$ cat config.mk
export PLATFORM = sky130hd
export DESIGN_NAME = tot_stamper
export DESIGN_NICKNAME = d
export VERILOG_FILES = /design/src/rtl/tot_stamper.sv
export SDC_FILE = /design/constraint.sdc
export NUM_CORES = 1
export LEC_CHECK = 0
export CAP_MARGIN = 20
export CORE_UTILIZATION = 55
export DETAILED_ROUTE_END_ITERATION = 8
export GPL_ROUTABILITY_DRIVEN = 0
export MAX_ROUTING_LAYER = met4
export PLACE_DENSITY_LB_ADDON = 0.12
export SLEW_MARGIN = 20
export SYNTH_ARGS = -nofsm -noshare
export SYNTH_HDL_FRONTEND = slang
export SYNTH_SLANG_ARGS = --single-unit
$ cat constraint.sdc
create_clock -name clk -period 5.75 [get_ports clk]
set_clock_uncertainty 0.05 [all_clocks]
set_input_delay 1.4375 -clock clk [delete_from_list [all_inputs] [get_ports clk]]
set_output_delay 1.4375 -clock clk [all_outputs]
set_load 0.1 [all_outputs]
$ cat src/rtl/tot_stamper.sv
module tot_stamper #(
  parameter int NCH   = 4,
  parameter int TS_W  = 30,
  parameter int DEPTH = 4,
  parameter int SYNC  = 2,
  localparam int CH_W  = (NCH > 1) ? $clog2(NCH) : 1,
  localparam int REC_W = CH_W + 1 + TS_W
) (
  input  logic             clk,
  input  logic             rst_n,
  input  logic [NCH-1:0]   disc_in,
  input  logic             ovf_clr,
  output logic             ev_valid,
  input  logic             ev_ready,
  output logic [REC_W-1:0] ev_data,
  output logic             ovf_flag
);
  localparam int ENT_W = TS_W + 1;
  localparam int PTR_W = (DEPTH > 1) ? $clog2(DEPTH) : 1;
  localparam int CNT_W = PTR_W + 1;

  logic [TS_W-1:0]  ts_cnt;
  logic [NCH-1:0]   lvl_q, hit, rise, push, drop, pop, full, nonempty;
  logic [ENT_W-1:0] head [NCH];
  logic [CH_W-1:0]  rr_last, pick, lock_ch, gnt;
  logic             lock;

  always_ff @(posedge clk or negedge rst_n)
    if (!rst_n) ts_cnt <= '0;
    else        ts_cnt <= ts_cnt + 1'b1;

  for (genvar c = 0; c < NCH; c++) begin : g_ch
    logic [SYNC-1:0]  sync_q;
    logic [ENT_W-1:0] mem [DEPTH];
    logic [PTR_W-1:0] wp, rp;
    logic [CNT_W-1:0] fill;

    always_ff @(posedge clk or negedge rst_n)
      if (!rst_n) begin
        sync_q   <= '0;
        lvl_q[c] <= 1'b0;
      end else begin
        sync_q   <= {sync_q[SYNC-2:0], disc_in[c]};
        lvl_q[c] <= sync_q[SYNC-1];
      end

    assign hit[c]      = sync_q[SYNC-1] ^ lvl_q[c];
    assign rise[c]     = sync_q[SYNC-1];
    assign full[c]     = (fill == CNT_W'(DEPTH));
    assign nonempty[c] = (fill != '0);
    assign push[c]     = hit[c] & ~full[c];
    assign drop[c]     = hit[c] & full[c];
    assign pop[c]      = ev_valid & ev_ready & (gnt == CH_W'(c));
    assign head[c]     = mem[rp];

    always_ff @(posedge clk)
      if (push[c]) mem[wp] <= {rise[c], ts_cnt};

    always_ff @(posedge clk or negedge rst_n)
      if (!rst_n) begin
        wp   <= '0;
        rp   <= '0;
        fill <= '0;
      end else begin
        if (push[c]) wp <= wp + 1'b1;
        if (pop[c])  rp <= rp + 1'b1;
        if (push[c] && !pop[c])      fill <= fill + 1'b1;
        else if (!push[c] && pop[c]) fill <= fill - 1'b1;
      end

    p_no_overrun_r5: assert property (@(posedge clk) disable iff (!rst_n)
      fill <= CNT_W'(DEPTH));
  end

  always_comb begin
    logic found;
    found = 1'b0;
    pick  = rr_last;
    for (int i = 1; i <= NCH; i++) begin
      if (!found && nonempty[CH_W'((int'(rr_last) + i) % NCH)]) begin
        pick  = CH_W'((int'(rr_last) + i) % NCH);
        found = 1'b1;
      end
    end
  end

  assign gnt      = lock ? lock_ch : pick;
  assign ev_valid = |nonempty;
  assign ev_data  = {gnt, head[gnt]};

  always_ff @(posedge clk or negedge rst_n)
    if (!rst_n) begin
      rr_last <= CH_W'(NCH - 1);
      lock    <= 1'b0;
      lock_ch <= '0;
    end else if (ev_valid && ev_ready) begin
      rr_last <= gnt;
      lock    <= 1'b0;
    end else if (ev_valid) begin
      lock    <= 1'b1;
      lock_ch <= gnt;
    end

  always_ff @(posedge clk or negedge rst_n)
    if (!rst_n)     ovf_flag <= 1'b0;
    else if (|drop) ovf_flag <= 1'b1;
    else if (ovf_clr) ovf_flag <= 1'b0;

  p_grant_pending_r6: assert property (@(posedge clk) disable iff (!rst_n)
    ev_valid |-> nonempty[gnt]);
  p_hold_r7: assert property (@(posedge clk) disable iff (!rst_n)
    ev_valid && !ev_ready |=> ev_valid && $stable(ev_data));
  p_sticky_r8: assert property (@(posedge clk) disable iff (!rst_n)
    ovf_flag && !ovf_clr |=> ovf_flag);
  p_clear_r8: assert property (@(posedge clk) disable iff (!rst_n)
    ovf_clr && !(|drop) |=> !ovf_flag);
endmodule

Word-level counts from Yosys, hierarchy flattened
Memories as Yosys holds them, arrays and structs flattened. Cells that the tools add are included.

Register bits after elaboration: 76. Latch bits: 0. RAM bits: 496. Bits in read-only memories: 0. Input port bits: 8. Memories kept: 4.

Memory list: g_ch[0].mem (depth 4, bits a word 31, rd ports 1, clocked after memory_dff 0, wr ports 1, line 34) `logic [ENT_W-1:0] mem [DEPTH];`; g_ch[1].mem (depth 4, bits a word 31, rd ports 1, clocked after memory_dff 0, wr ports 1, line 34); g_ch[2].mem (depth 4, bits a word 31, rd ports 1, clocked after memory_dff 0, wr ports 1, line 34); g_ch[3].mem (depth 4, bits a word 31, rd ports 1, clocked after memory_dff 0, wr ports 1, line 34).

$add $sub $neg: 21. Multiply operators: 0. Div/mod/pow operators: 0. $lt $le $gt $ge: 5. Equal/unequal tests: 7. Shifts and indexed selects: 0. Muxes and demuxes: 43. Bitwise gates (word level): 23. Reductions and logical operators: 37.

Operator list (number): $bmux 31 s2 (1); $mux 31 (2); $add 30x1->30 const B (1); $mux 3 (8); $mux 1 (23); $add 2x1->2 const B (10); $lt 2x4->1 const B (4); $and 1x1->1 (13); $add 3x1->3 const B (4); $eq 3x3->1 const B (4); $logic_and 1x1->1 (12); $reduce_bool 2->1 (6); $reduce_bool 3->1 (4); $sub 3x1->3 const B (4); $logic_not 1->1 (11); $mux 2 (5); $bmux 1 s2 (4); $reduce_or 4->1 (2); $not 1->1 (5); $add 2x2->2 const B (2); $eq 2x2->1 const B (2); $xor 1x1->1 (4); $ge 3x3->1 const B (1); $not 2->3 (1); 3 further kinds (3).

Logic depth before layout (Yosys ltp)
Gate-level depths: netlist (run 1).

Word-level depth: 20. Gate-level depth with buffers: 13. Gate-level depth less buffers: 12.

Least setup slack after synthesis (run 1)
No wires, ideal clock.

Kind: register -> output. From: reg g_ch[1].fill[1]. To: out ev_data[21]. Arrival time: 3580 ps. Required time: 4263 ps. Setup slack: 683 ps. Stages on the path, launching flop included: 8. Cells stage by stage: dfrtp_1 > or3_1 > a22oi_1 > o211ai_2 > inv_2 > buf_2 > a21oi_1 > a22oi_1.

Cells in the longest elaborated chain, start to end: 19. Elaborated cells between the ends (all ways): 31. Those cells by class: mux: 23; bitwise: 1; reduce/logical: 7.

RTL lines: start, declared (line 36) `logic [CNT_W-1:0] fill;`; start signal, assigned (line 67) `if (push[c] && !pop[c]) fill <= fill + 1'b1;`; start signal, assigned (line 68) `else if (!push[c] && pop[c]) fill <= fill - 1'b1;`; $reduce_bool 3->1 (*) (line 50) `assign nonempty[c] = (fill != '0);`; $bmux 1 s2 (line 80) `if (!found && nonempty[CH_W'((int'(rr_last) + i) % NCH)]) begin`; $mux 1 (not written as such) (2 in series) (line 80); $mux 1 (line 80); $logic_not 1->1 (line 80); $logic_and 1x1->1 (line 80); $mux 1 (line 80); $logic_not 1->1 (line 80); [... 2 more ...]; $logic_not 1->1 (line 80); $logic_and 1x1->1 (line 80); $mux 2 (*) (line 80); $mux 2 (*) (line 87) `assign gnt = lock ? lock_ch : pick;`; named net ev_data[32] (line 15) `output logic [REC_W-1:0] ev_data,`; $not 2->3 (not written as such) (*) (line 89) `assign ev_data = {gnt, head[gnt]};`; $bmux 31 s2 (*) (line 89); $mux 31 (not written as such) (*) (2 in series) (line 89); end, declared (line 15).

Mark *: on every way through the listed nets, which the timed path passes. The rest lies on a longest branch. The select of a mux whose other input is x is not followed.

Worst setup path after layout (run 1)
From: reg g_ch[2].fill[1]. To: out ev_data[24].

Cells in the longest elaborated chain, start to end: 19. Elaborated cells between the ends (all ways): 31. Those cells by class: mux: 23; bitwise: 1; reduce/logical: 7.

RTL lines (line): start, declared (36); start signal, assigned (67); start signal, assigned (68); $reduce_bool 3->1 (*) (50); $bmux 1 s2 (80); $mux 1 (not written as such) (2 in series) (80); $mux 1 (80); $logic_not 1->1 (80); $logic_and 1x1->1 (80); $mux 1 (80); $logic_not 1->1 (80); $logic_and 1x1->1 (80); $mux 1 (80); $logic_not 1->1 (80); $logic_and 1x1->1 (80); $mux 2 (*) (80); $mux 2 (*) (87); $not 2->3 (not written as such) (*) (89); $bmux 31 s2 (*) (89); $mux 31 (not written as such) (*) (2 in series) (89).

Mark *: on every way between the ends. The rest lies on a longest branch, timed or not. The select of a mux whose other input is x is not followed.

==> results of run 1 <==
cells in the final DEF (no fill, tap or decap), types with 6 or more instances in the layout:
cell             Yosys  routed
edfxtp_1           496     496
mux4_2             124     124
nand2_1             85      85
a21oi_1             66      66
dfrtp_1             74      66
clkbuf_16            0      56
buf_12               0      34
xnor2_1             32      32
a22oi_1             32      32
xor2_1              22      22
ha_1                21      21
nor2_1              20      20
inv_1               19      19
clkinv_1             0      19
buf_4                4      19
and2_2               0      15
clkbuf_1            32      12
nand3_1             10      10
clkinv_2             0      10
nand4_1              9       9
dfrtp_2              0       8
clkdlybuf4s50_1      0       8
o21ai_0              7       7
and3_1               6       6
nor3_1               6       6
mux2_2               6       6
worst register-to-register path, cell delays in order, from the launching register on:
cell     delay (ps)
dfrtp_1         450
or3_1           440
a32o_2          320
o41ai_4         250
buf_4           690
nor3_1          180
inv_1           110
ha_1            190
inv_1            60
fa_1            380
xor2_1          170
nor2_1          120
xor2_1          160
layer usage:
metal	GRT usage, %	part of all wire [%]	vias up
met5	-	0	-
met4	7.52	2.2	0
met3	3.35	5.2	67
met2	37.7	49	332
met1	34.6	44	5826
li1	-	-	4750
final timing paths:
kind	start	to	depth (start not counted)
worst max-delay path	g_ch[2].fill[1]	ev_data[24]	8
worst min-delay path	g_ch[3].sync_q[0]	g_ch[3].sync_q[1]	0
worst max register to register	g_ch[3].fill[0]	g_ch[3].fill[2]	12
worst min register to register	g_ch[3].sync_q[0]	g_ch[3].sync_q[1]	0
max in group asynchronous	rst_n	g_ch[1].rp[0]	2
min in group asynchronous	rst_n	ts_cnt[29]	1
power by group:
part | leakage (nW) | switching, mW | internal (mW)
sequential | 5.90 | 0.615 | 5.29
combinational | 2.35 | 3.96 | 2.31
clock | 0.803 | 1.50 | 1.81
Yosys cell counts, types with 4 or more instances:
master | number | area, sq um
a22oi_1 | 32 | 240
a21oi_1 | 66 | 330
mux2_2 | 6 | 67.6
o221ai_1 | 4 | 35.0
xor2_1 | 22 | 193
nand3_1 | 10 | 50.1
clkbuf_1 | 32 | 120
inv_1 | 19 | 71.3
nor3_1 | 6 | 30.0
nand2_1 | 85 | 319
and3_1 | 6 | 37.5
buf_4 | 4 | 30.0
ha_1 | 21 | 263
edfxtp_1 | 496 | 14900
nor2_1 | 20 | 75.1
fa_1 | 4 | 80.1
mux4_2 | 124 | 2790
nand4_1 | 9 | 56.3
buf_2 | 12 | 60.1
dfrtp_1 | 74 | 1850
xnor2_1 | 32 | 280
and2_1 | 19 | 119
o21ai_0 | 7 | 35.0
or3_1 | 4 | 25.0
cells by family (layout without fill, tap and decap cells):
group	Yosys count	after routing	share of synthesized area [%]
multiplexers	130	130	12.8
XOR/XNOR	54	54	2.11
AND/OR/NAND/NOR	178	178	3.83
adder cells (fa/ha/maj)	25	25	1.53
flip-flops	572	572	74.9
AO/OA/AOI/OAI	124	124	3.46
buffers and inverters	72	184	1.37
metrics by stage:
| step | std cells | hold slack (ps) | util [%] | total power [mW] | instance area, sq um |
|---|---|---|---|---|---|
| after floorplan | 1155 | 281 | - | 9.98 | 22400 |
| after global placement | 1688 | 282 | 59.4 | 12.2 | 23800 |
| after detailed placement | 1689 | 285 | 59.5 | 12.3 | 23800 |
| after CTS | 1791 | 299 | 63.5 | 15.6 | 25400 |
| after global routing | 1792 | 299 | 63.6 | 16.1 | 25400 |
| final | 1792 | 297 | 63.6 | 15.5 | 25400 |
sequential cells by signal, indices dropped and copies added (netlist names):
name and count:
g_ch.mem 496, ts_cnt 30, g_ch.fill 12, g_ch.rp 8
g_ch.sync_q 8, g_ch.wp 8, lvl_q 4, lock_ch 2
rr_last 2, lock 1, ovf_flag 1
final cells by class:
class                      count  area (sq um)  area share, %
clock buffer                  70          1470           5.79
clock inverter                32           155          0.610
inverter                      21          78.8          0.310
multi-input combinational    511          5360           21.1
sequential                   572         16800           66.1
tap                          525           657           2.58
timing repair buffer          61           903           3.55
==> qor.yml, run 1 <==
detailed_routing:
  avgRoutedWirePerCell_um: 26.2
  ant_nets: 0
  vias_per_cell: 6.12
  drt_iter0_drc: 998
  routed_wl_um: 47000
  vias: 11000
  drc: 0
  dr.pass1.iters: 6
synthesis:
  synthCells: 1155
  syn_area_sq_um: 22400
  synth_edf_count: 496
  avgSynthCellArea_sq_um: 19.4
  yosysWarnings: 0
  synth_ff_type: "edfxtp_1"
  synth_fp_nets: 1188
  synth_seq_area_share_pct: 74.9
  synth_seq_cells: 572
  synth_cell_types: 51
  ys_async_sr_fraction_pct: 13.3
placement:
  dpl.hpwl_um: 24900
  post-place-ws_ps: 1300
  port_buffers: 42
worst_setup_path:
  crit_chain: "or3_1 -> nor3_1 -> o41ai_4 -> inv_2 -> buf_4 -> a21oi_1 -> a22oi_1 -> buf_12"
  path_class: "reg2out"
  cp_max_fo: 21
  worst_setup_path_start_kind: "flop"
  cp_num_buf_inv: 3
  end_kind: "primary output"
  cp_slowest_stage_delay_ps: 450
  slowest_stage: "nor3_1"
  required_ps: 4260
  path_delay_family: "buffers and inverters"
  critPathArrivalTime_ps: 3630
  r2r_slack_ps: 2100
timing:
  slew_headroom_pct: 23.3
  rsz0062_at_grt: "false"
  drv_slew: 0
  fmax_mhz: 196
  fin_ws_ps: 635
  setup_violations: 0
  fin_tns_setup_ps: 0
  fin_crit_ps: 5110
  finalHoldViolations: 0
  worst_pin_slew_ps: 1150
  period_share_pct: 89.0
clocking:
  cts_tree: "built"
  cts_buffers: 56
  ctsHtreeMaxLevel: 2
  clock-sinks: 572
  cts_setup_buffers: 0
  clk_latency_ps: 610
  path_clk_slew_ps: 60
  post_cts_resized: 0
  holdBufCountCts: 0
  cts-root-buf: "clkbuf_16"
  cts_buffer_depth: 3
global_route:
  grt_usage_pct: 24.5
  grt_max_degree: 65
  gr-total-overflow: 0
  antenna_found_initial: 0
  grt_pass1_vias: 11300
  grt_pass1_wl_um: 71200
layout:
  drive_above_1_share_pct: 23.0
  syn2layout_area_growth_pct: 13.5
  num-fill-cells: 2759
  diodes: 0
  fin_nets: 1256
die:
  num_rows: 73
  die_w_um: 204
  die_h_um: 204
  io_pins: 43
  initial_utilization_pct: 56.0
  dieArea_sq_um: 41600
  core_sq_um: 40000
job:
  max_cap_viol_count: 0
pwr:
  power.density_nw_per_um2: 609
  ir_drop_mv: 0.466
  p_leak_nw: 9.05
run_status:
  status: "finished clean"
worst_hold_path:
  hp-class: "reg2reg"
(Power assumes the default switching activity.)
==> run 2, diff against run 1 <==
Settings changed: CTS_CLUSTER_SIZE from default to 10.
==> qor.yml, run 2 (same netlist as run 1, synthesis figures left out) <==
layout:
  regArea_sq_um: 16800
  final_common_cell: "edfxtp_1"
  fin_nets: 1266
  syn2layout_area_growth_pct: 14.6
  largest_register: "g_ch.mem"
  num-fill-cells: 2721
  reg.largest.list: "g_ch.mem: 496 flops, ts_cnt: 30 flops, g_ch.fill: 12 flops"
  drive_above_1_share_pct: 23.0
  largest_reg_flops: 496
  diodes: 0
  final_cell_area_sq_um: 25700
  multi_input_area_sq_um: 5360
  final_cell_mix: "496 x edfxtp_1, 124 x mux4_2, 85 x nand2_1"
  post-route-util_pct: 64.2
timing:
  drv_slew: 0
  slew_headroom_pct: 25.5
  worst_pin_slew_ps: 1110
  finalHoldViolations: 0
  period_share_pct: 88.6
  fin_ws_ps: 657
  fin_crit_ps: 5090
  rsz0062_at_grt: "false"
  setup_violations: 0
  fin_tns_setup_ps: 0
  fmax_mhz: 196
  whs_ps: 293
clocking:
  post_cts_resized: 0
  cts_buffers: 67
  cts_tree: "built"
  cts_buffer_depth: 3
  cts-root-buf: "clkbuf_16"
  clock-sinks: 572
  holdBufCountCts: 0
  path_clk_slew_ps: 50
  ctsHtreeMaxLevel: 3
  cts_setup_buffers: 0
  clk_latency_ps: 570
global_route:
  gr-total-overflow: 0
  antenna_found_initial: 0
  grt_max_degree: 65
  grt_pass1_wl_um: 71400
  grt_usage_pct: 24.6
  grt_pass1_vias: 11400
worst_setup_path:
  required_ps: 4260
  path_delay_family: "buffers and inverters"
  slowest_stage: "nor3_1"
  path_class: "reg2out"
  critPathArrivalTime_ps: 3610
  cp_slowest_stage_delay_ps: 450
  cp_max_fo: 21
  end_kind: "primary output"
  cp_num_buf_inv: 3
  crit_chain: "or3_1 -> nor3_1 -> o41ai_4 -> inv_2 -> buf_4 -> a21oi_1 -> a22oi_1 -> buf_12"
  worst_setup_path_start_kind: "flop"
placement:
  placed_area_sq_um: 23800
  port_buffers: 42
  dpl.hpwl_um: 24900
  post-place-ws_ps: 1300
die:
  core_sq_um: 40000
  initial_utilization_pct: 56.0
  io_pins: 43
  die_h_um: 204
  die_w_um: 204
  dieArea_sq_um: 41600
  num_rows: 73
detailed_routing:
  avgRoutedWirePerCell_um: 26.2
  routed_wl_um: 47100
  drt_iter0_drc: 922
  vias: 11000
  ant_nets: 0
  drc: 0
  vias_per_cell: 6.12
  dr.pass1.iters: 7
pwr:
  power.density_nw_per_um2: 621
  ir_drop_mv: 0.466
  p_leak_nw: 9.16
job:
  max_cap_viol_count: 0
run_status:
  status: "finished clean"
worst_hold_path:
  hp-class: "reg2reg"
run 2: worst paths after layout:
kind,startpoint,end,slack [ps],depth (start not counted)
worst max-delay path,g_ch[2].fill[0],ev_data[24],660,8
worst min-delay path,g_ch[3].sync_q[0],g_ch[3].sync_q[1],290,0
worst max register to register,g_ch[3].fill[0],g_ch[3].fill[2],2110,12
worst min register to register,g_ch[3].sync_q[0],g_ch[3].sync_q[1],290,0
max in group asynchronous,rst_n,g_ch[3].rp[0],3880,2
min in group asynchronous,rst_n,ts_cnt[24],760,1
run 2: through the flow:
stage	total power, mW	cells
6_report	16.0	1797
5_1_grt	16.6	1797
4_1_cts	16.1	1797
3_5_place_dp	12.3	1689
3_3_place_gp	12.2	1688
2_1_floorplan	9.98	1155
run 2: worst register-to-register path: cells and delay by family (launching register included):
| kind | cells | cell delay [ps] |
|---|---|---|
| AOI/OAI and AO/OA | 2 | 570 |
| xor gates and xnor gates | 2 | 340 |
| adders and majority gates | 2 | 570 |
| buffers and inverters | 3 | 850 |
| DFF | 1 | 450 |
| and+or+nand+nor | 3 | 740 |
run 2: metal layers:
layer  vias up  wire [um]  GRT usage, %  share of wire [%]
li1       4771          -             -                  -
met1      5781      20200          34.1                 43
met2       363      23000          37.9                 49
met3        82       2870          3.99                6.1
met4         0       1050          7.63                2.2
met5         -          0             -                  0
run 2: area by class of cell:
class | count | area share (%)
tap | 525 | 2.56
clock buffer | 105 | 7.25
timing repair buffer | 60 | 3.44
sequential | 572 | 65.4
multi-input combinational | 511 | 20.9
clock inverter | 3 | 0.185
inverter | 21 | 0.307
run 2: power breakdown:
part / switching (mW) / total (mW) / internal, mW
combinational: 3.95 / 6.26 / 2.31
clock: 1.54 / 3.78 / 2.25
sequential: 0.612 / 5.91 / 5.30
==> run 3, diff against run 2 <==
Settings changed: CORE_ASPECT_RATIO from default to 1.1, GPL_ROUTABILITY_DRIVEN 0 to default.
==> qor.yml, run 3 (same netlist as run 1, synthesis figures left out) <==
timing:
  fin_crit_ps: 5060
  worst_pin_slew_ps: 1130
  rsz0062_at_grt: "false"
  fin_ws_ps: 687
  fin_tns_setup_ps: 0
  period_share_pct: 88.0
  slew_headroom_pct: 24.9
  finalHoldViolations: 0
  drv_slew: 0
  whs_ps: 288
  setup_violations: 0
  fmax_mhz: 198
global_route:
  grt_max_degree: 65
  grt_pass1_vias: 11600
  gr-total-overflow: 0
  grt_pass1_wl_um: 72000
  grt_usage_pct: 24.7
  antenna_found_initial: 0
pwr:
  power.density_nw_per_um2: 621
  ir_drop_mv: 0.576
  p_leak_nw: 9.17
  finalPower_mw: 16.0
clocking:
  holdBufCountCts: 0
  cts-root-buf: "clkbuf_16"
  path_clk_slew_ps: 50
  ctsHtreeMaxLevel: 3
  post_cts_resized: 0
  clock-sinks: 572
  clk_latency_ps: 560
  cts_setup_buffers: 0
  cts_buffer_depth: 3
  cts_tree: "built"
  cts_buffers: 67
detailed_routing:
  vias: 11000
  drt_iter0_drc: 1011
  avgRoutedWirePerCell_um: 26.5
  drc: 0
  vias_per_cell: 6.16
  ant_nets: 0
  dr.pass1.iters: 5
  routed_wl_um: 47300
layout:
  final_cell_mix: "496 x edfxtp_1, 124 x mux4_2, 85 x nand2_1"
  regArea_sq_um: 16800
  num-fill-cells: 2688
  multi_input_area_sq_um: 5360
  syn2layout_area_growth_pct: 14.7
  reg.largest.list: "g_ch.mem: 496 flops, ts_cnt: 30 flops, g_ch.fill: 12 flops"
  diodes: 0
  largest_register: "g_ch.mem"
  post-route-util_pct: 64.0
  drive_above_1_share_pct: 22.9
  final_cell_area_sq_um: 25700
  final_common_cell: "edfxtp_1"
  fin_nets: 1265
  largest_reg_flops: 496
  final-instance-count-excl-fill: 1786
placement:
  placed_area_sq_um: 23700
  port_buffers: 42
  post-place-ws_ps: 1240
  dpl.hpwl_um: 24800
  dp.cells: 1674
  globalplace.congestion: 0.761
worst_setup_path:
  end_kind: "primary output"
  critPathArrivalTime_ps: 3580
  cp_slowest_stage_delay_ps: 720
  crit_chain: "or3_1 -> a32o_2 -> o41ai_4 -> buf_4 -> nand2_1 -> a22oi_1 -> buf_12"
  path_class: "reg2out"
  worst_setup_path_start_kind: "flop"
  slowest_stage: "buf_4"
  required_ps: 4260
  cp_max_fo: 64
die:
  num_rows: 77
  io_pins: 43
  core_sq_um: 40200
  dieArea_sq_um: 41600
  die_h_um: 214
  die_w_um: 194
  initial_utilization_pct: 55.8
job:
  max_cap_viol_count: 0
run_status:
  status: "finished clean"
worst_hold_path:
  hp-class: "reg2reg"
## run 3: cell types whose count changed in the layout (fill, tap and decap cells not counted)
cell	previous run	this run
clkbuf_1	36	37
buf_4	19	18
bufinv_16	1	0
and2_4	2	5
inv_6	2	1
and2_2	14	11
clkinv_4	0	1
clkbuf_16	69	71
## run 3: report_power, final
part           switching (mW)  internal [mW]
registers               0.652           5.29
logic                    3.94           2.30
clock network            1.51           2.26
total                    6.10           9.86
## run 3: path summary, 6_finish.rpt
kind,start,endpoint,slack (ps),cells past startpoint
worst max-delay path,g_ch[3].fill[0],ev_data[10],690,7
worst min-delay path,g_ch[1].sync_q[0],g_ch[1].sync_q[1],290,0
worst max register to register,g_ch[3].fill[0],g_ch[3].fill[2],2070,12
worst min register to register,g_ch[1].sync_q[0],g_ch[1].sync_q[1],290,0
max in group asynchronous,rst_n,g_ch[2].rp[1],3880,2
min in group asynchronous,rst_n,g_ch[1].fill[2],750,1
## run 3: area by class of cell
type,count,share of cell area [%]
Clock inverter,2,0.0682
Inverter,21,0.307
Multi-Input combinational cell,511,20.9
Timing Repair Buffer,59,3.41
Clock buffer,108,7.45
Sequential cell,572,65.4
Tap cell,513,2.50
## run 3: routing by layer
| metal | vias up | GRT usage (%) | share of wire (%) |
|---|---|---|---|
| met5 | - | - | 0 |
| met4 | 0 | 7.58 | 2.0 |
| met3 | 63 | 4.03 | 5.5 |
| met2 | 344 | 40.2 | 50 |
| met1 | 5817 | 32.5 | 42 |
| li1 | 4771 | - | - |
## run 3: critical path: cells and delay by family (launching register included)
family,cells,cell delay (ps)
buffers and inverters,2,960
and+or+nand+nor,2,550
DFF,1,450
AOI/OAI and AO/OA,3,1020
